<file path="src/rtl/sdc_pkg.sv">
package sdc_pkg;
  // width holding 0..mod-1
  function automatic int cnt_width(input int mod);
    return (mod <= 2) ? 1 : $clog2(mod);
  endfunction
endpackage

</file>
<file path="src/rtl/sdc_force_decode.sv">
module sdc_force_decode #(
  parameter int N_GATE = 2
) (
  input  logic [N_GATE-1:0] clr_i,
  input  logic [N_GATE-1:0] set_i,
  output logic              force_set_o,
  output logic              force_clr_o
);
  assign force_set_o = &set_i;
  assign force_clr_o = (&clr_i) & ~force_set_o; // set wins
endmodule

</file>
<file path="src/rtl/sdc_div2_stage.sv">
module sdc_div2_stage (
  input  logic clk_i,
  input  logic rst_ni,
  input  logic tick_i,
  input  logic force_set_i,
  input  logic force_clr_i,
  output logic q_o,
  output logic fall_o
);
  logic q_r;

  always_ff @(posedge clk_i or negedge rst_ni) begin
    if (!rst_ni)          q_r <= 1'b0;
    else if (force_set_i) q_r <= 1'b1;
    else if (force_clr_i) q_r <= 1'b0;
    else if (tick_i)      q_r <= ~q_r;
  end

  assign q_o    = force_set_i ? 1'b1 : (force_clr_i ? 1'b0 : q_r);
  assign fall_o = tick_i & q_r & ~force_set_i & ~force_clr_i;
endmodule

</file>
<file path="src/rtl/sdc_divn_stage.sv">
module sdc_divn_stage #(
  parameter int MOD = 5,
  localparam int W = sdc_pkg::cnt_width(MOD)
) (
  input  logic         clk_i,
  input  logic         rst_ni,
  input  logic         adv_i,
  input  logic         force_set_i,
  input  logic         force_clr_i,
  output logic [W-1:0] q_o
);
  localparam logic [W-1:0] TOP_VAL = W'(MOD - 1);

  logic [W-1:0] q_r;
  logic [W-1:0] q_nxt;

  always_comb begin
    if (q_r >= TOP_VAL) q_nxt = '0;
    else                q_nxt = q_r + W'(1);
  end

  always_ff @(posedge clk_i or negedge rst_ni) begin
    if (!rst_ni)          q_r <= '0;
    else if (force_set_i) q_r <= TOP_VAL;
    else if (force_clr_i) q_r <= '0;
    else if (adv_i)       q_r <= q_nxt;
  end

  assign q_o = force_set_i ? TOP_VAL : (force_clr_i ? '0 : q_r);
endmodule

</file>
<file path="src/rtl/split_decade_counter.sv">
module split_decade_counter #(
  parameter int STAGE_B_MOD = 5,
  parameter int N_GATE      = 2,
  localparam int B_W   = sdc_pkg::cnt_width(STAGE_B_MOD),
  localparam int OUT_W = B_W + 1
) (
  input  logic              clk_i,
  input  logic              rst_ni,
  input  logic              chain_i,
  input  logic              tick_a_i,
  input  logic              tick_b_i,
  input  logic [N_GATE-1:0] clr_i,
  input  logic [N_GATE-1:0] set_i,
  output logic [OUT_W-1:0]  count_o
);
  logic           force_set, force_clr;
  logic           q_a, fall_a, adv_b;
  logic [B_W-1:0] q_b;

  sdc_force_decode #(.N_GATE(N_GATE)) u_dec (
    .clr_i       (clr_i),
    .set_i       (set_i),
    .force_set_o (force_set),
    .force_clr_o (force_clr)
  );

  sdc_div2_stage u_sec_a (
    .clk_i       (clk_i),
    .rst_ni      (rst_ni),
    .tick_i      (tick_a_i),
    .force_set_i (force_set),
    .force_clr_i (force_clr),
    .q_o         (q_a),
    .fall_o      (fall_a)
  );

  // chained: high section steps on the low bit's 1->0 transition
  assign adv_b = chain_i ? fall_a : tick_b_i;

  sdc_divn_stage #(.MOD(STAGE_B_MOD)) u_sec_b (
    .clk_i       (clk_i),
    .rst_ni      (rst_ni),
    .adv_i       (adv_b),
    .force_set_i (force_set),
    .force_clr_i (force_clr),
    .q_o         (q_b)
  );

  assign count_o = {q_b, q_a};
endmodule

</file>
<file path="config.mk">
export PLATFORM = sky130hd
export DESIGN_NAME = split_decade_counter
export DESIGN_NICKNAME = d
export VERILOG_FILES = /design/src/rtl/sdc_pkg.sv /design/src/rtl/sdc_force_decode.sv /design/src/rtl/sdc_div2_stage.sv /design/src/rtl/sdc_divn_stage.sv /design/src/rtl/split_decade_counter.sv
export SDC_FILE = /design/constraint.sdc
export NUM_CORES = 1
export LEC_CHECK = 0
export ABC_AREA = 1
export CORE_AREA = 2 2 39 41
export DETAILED_ROUTE_END_ITERATION = 8
export DIE_AREA = 0 0 41 43
export DONT_BUFFER_PORTS = 1
export GPL_ROUTABILITY_DRIVEN = 0
export HOLD_SLACK_MARGIN = 0.03
export PLACE_DENSITY_LB_ADDON = 0.25
export SETUP_SLACK_MARGIN = 0.05
export SLEW_MARGIN = 40
export SYNTH_ARGS = -nofsm -noshare
export SYNTH_HDL_FRONTEND = slang
export SYNTH_SLANG_ARGS = --single-unit
</file>
<file path="constraint.sdc">
create_clock -name clk_i -period 1.29 [get_ports clk_i]
set_input_delay 0.0645 -clock clk_i [delete_from_list [all_inputs] [get_ports clk_i]]
set_output_delay 0.0645 -clock clk_i [all_outputs]
set_load 0.1 [all_outputs]
</file>
==> out/results.ini <==
[outcome]
outcome=finished clean

[final_layout]
num-fill-cells=152
ant_cells=0
seqCellArea_um2=100
area_taken_by_multi_input_logic_gates_um2=215
areaGrowthSynthToFinish_pct=45.6
layout-drive-gt1-share_pct=26.8
final_net_count=69
finish.instance_area_um2=459

[yosys]
ys_async_sr_fraction_pct=100
synthesis.area_per_instance_um2=6.57
synth.top_cells.by_count=15 x sky130_fd_sc_hd__nand2_1, 8 x sky130_fd_sc_hd__nand3_1, 7 x sky130_fd_sc_hd__inv_1, 5 x sky130_fd_sc_hd__nor2_1, 4 x sky130_fd_sc_hd__dfrtp_1
ys_ff_latch=4
yosysMostFrequentCell=sky130_fd_sc_hd__nand2_1
yosys-top-cells-area=sky130_fd_sc_hd__dfrtp_1 32%, sky130_fd_sc_hd__nand2_1 18%, sky130_fd_sc_hd__nand3_1 13%, sky130_fd_sc_hd__inv_1 8.3%, sky130_fd_sc_hd__ha_1 7.9%
yosys_warnings=0
synth_fp_nets=59
yosys.area.top_type=sky130_fd_sc_hd__dfrtp_1
share_of_the_synthesized_area_in_the_top_cell_type_pct=31.7
dominantRegCellSynth=sky130_fd_sc_hd__dfrtp_1
synth.distinct_cells=13
number_of_enable_flip_flop_cells_after_synthesis=0
ys_seq_area_share_pct=31.7
syn_inst=48
synth_cell_area_um2=315

[die]
fp.coreArea_um2=1380
number_of_placement_rows=14
floorplan.die_area_um2=1760
floorplan.io_pins=13
die_height_um=43
floorplan.die.width_um=41
effective_utilization_at_floorplan_pct=22.8

[grt]
grt_max_degree=9
first_global_vias=270
first_pass_grt_wire_length_um=1030
grt_util_overall_pct=9.06
grt-ovfl-total=0
antenna_found_initial=0

[setup_path]
path_cells=a21oi_2, a31oi_4, buf_12
timing.setup.critical_path_class=reg -> out
worstPathMaxFanout=4
worst-endpoint-required_ns=1.23
worst_ep_arrival_time_ns=1.08
timing.critical_path.slowest_stage_cell=sky130_fd_sc_hd__dfrtp_1
cp_num_buf_inv=1
worst_setup_path_end_kind=primary output
timing.critical_path.from_type=flip-flop
cp_top_family=flip-flops
highest_cell_delay_on_the_worst_timing_path_ns=0.41

[sta]
clock_skew_ns=0.00217
setup_repair_after_global_routing_missed_its_margin=no
maxSlewViolCount=0
final_hold_viol_count=0
timing.final.setup_violations=0
period_needed_ns=1.14
fmax_mhz=874
relSlewSlack_pct=81.6
fin_crit_sh_pct=88.7
max_slew.worst_pin.slew_ns=0.278
worst_hold_slack_ns=0.0635
fin_tns_setup_ns=0

[cts]
cts_buffer_depth=2
cts-htree-levels=1
clk-insertion-delay-late_ns=0.23
clkSlewWorstSetupHoldPaths_ns=0.03
post-cts-setup-buffer-count=0
cts_tree=done
cts_inserted_buffers=3
ctsRootBufferMaster=sky130_fd_sc_hd__clkbuf_4
clkSinkCount=4

[power_and_ir_drop]
power.ir.vdd_worst_v=0.000399
share_seq_of_total_power_pct=28.3
combinationalPowerShare_pct=45.1
power_switching_uw=236
clock_power_share_pct=26.6
p_int_uw=330
power.density_nw_per_um2=1230
power.static_leakage_uw=0.000238
switching_share_pct=41.7

[min_path]
worstHoldPathType=in -> reg

[route]
number_of_drc_markers_in_iteration_0=0
vias=304
postRouteAntennaNets=0
detail_route.wirelength_um=638
via_per_inst=4.22
dr.pass1.iters=1
wire_per_inst_um=8.86
drcViolationCount=0

[run]
timing.max_cap.violations=0

[placement]
placed_cell_area_um2=413
place_hpwl_um=525
port_buffers=0

-- per-layer routing --
metal	global-route usage, %	wire length [um]
met1	9.42	273
met2	13.4	328
met3	1.57	35
met4	10.0	0
met5	0	0
-- worst reg2reg max path: cells and delay by family (launching register included) --
kind                     cells  cell delay [ns]
buffers and inverters        2             0.15
adder cells (fa/ha/maj)      1             0.29
AND/OR/NAND/NOR              3             0.15
flip-flops                   1             0.38
-- power groups by stage --
| stage | registers [uW] | logic [uW] | clock network [uW] |
|---|---|---|---|
| after floorplan | 157 | 198 | 0 |
| after global placement | 162 | 249 | 0 |
| after detailed placement | 161 | 249 | 0 |
| after CTS | 160 | 257 | 162 |
| after global routing | 163 | 274 | 170 |
| final | 160 | 255 | 150 |
-- cells by family (layout without fill, tap and decap cells) --
| family | count (synthesis) | count (layout) | synth area share, % |
|---|---|---|---|
| fa+ha+maj | 2 | 2 | 7.94 |
| buf+inv | 8 | 16 | 10.7 |
| flops | 4 | 4 | 31.7 |
| compound gates | 2 | 2 | 3.57 |
| simple gates | 32 | 32 | 46.0 |
-- metrics by stage --
step                      worst slack [ns]  utilization, %  cells  power (uW)
final                                0.146            33.2     72         566
after global routing                0.0913            33.2     72         606
after CTS                            0.134            33.2     72         580
after detailed placement             0.201            29.8     67         410
after global placement               0.199            29.8     67         412
after floorplan                      0.185               -     48         355
-- cells in the final DEF (no fill, tap or decap) --
cell                            netlist  routed
sky130_fd_sc_hd__buf_12               0       2
sky130_fd_sc_hd__nor2_1               5       3
sky130_fd_sc_hd__dlygate4sd3_1        0       2
sky130_fd_sc_hd__or2_2                1       1
sky130_fd_sc_hd__nand2_1             15      15
sky130_fd_sc_hd__inv_1                7       7
sky130_fd_sc_hd__dfrtp_1              4       4
sky130_fd_sc_hd__a31oi_4              0       1
sky130_fd_sc_hd__buf_4                1       2
sky130_fd_sc_hd__a21oi_2              0       1
sky130_fd_sc_hd__nand3_1              8       8
sky130_fd_sc_hd__nand2_2              1       1
sky130_fd_sc_hd__ha_1                 2       2
sky130_fd_sc_hd__nor2_2               1       1
sky130_fd_sc_hd__nor2_4               0       2
sky130_fd_sc_hd__nand2_4              1       1
sky130_fd_sc_hd__clkbuf_4             0       3
-- final timing paths --
kind                                                  from                          to  slack [ns]  depth (start not counted)
worst max-delay path            u_sec_b.q_r[2]$_DFFE_PN0P_                  count_o[3]        0.15                          3
worst min-delay path                              tick_a_i     u_sec_a.q_r$_DFFE_PN0P_        0.06                          3
worst max register to register  u_sec_b.q_r[0]$_DFFE_PN0P_  u_sec_b.q_r[1]$_DFFE_PN0P_        0.20                          6
worst min register to register  u_sec_b.q_r[1]$_DFFE_PN0P_  u_sec_b.q_r[1]$_DFFE_PN0P_        0.53                          2
max in group asynchronous                           rst_ni     u_sec_a.q_r$_DFFE_PN0P_        1.02                          1
min in group asynchronous                           rst_ni  u_sec_b.q_r[1]$_DFFE_PN0P_        0.10                          1
-- state kept, by name, indices dropped and copies added (netlist names) --
signal       cells
u_sec_b.q_r      3
u_sec_a.q_r      1
-- cell type report --
type                            count  share of cell area [%]
Clock buffer                        3                    4.90
Inverter                            7                    5.72
Multi-Input combinational cell     36                    46.9
Sequential cell                     4                    21.8
Tap cell                           16                    4.36
Timing Repair Buffer                6                    16.3
-- timing repair --
action,4_1_cts,5_1_grt
hold buffers,2,0
setup endpoints to repair,1,0
endpoints found under the hold margin,5,0
resized for setup,1,0
No activity file was read; power rests on OpenSTA's default activity.
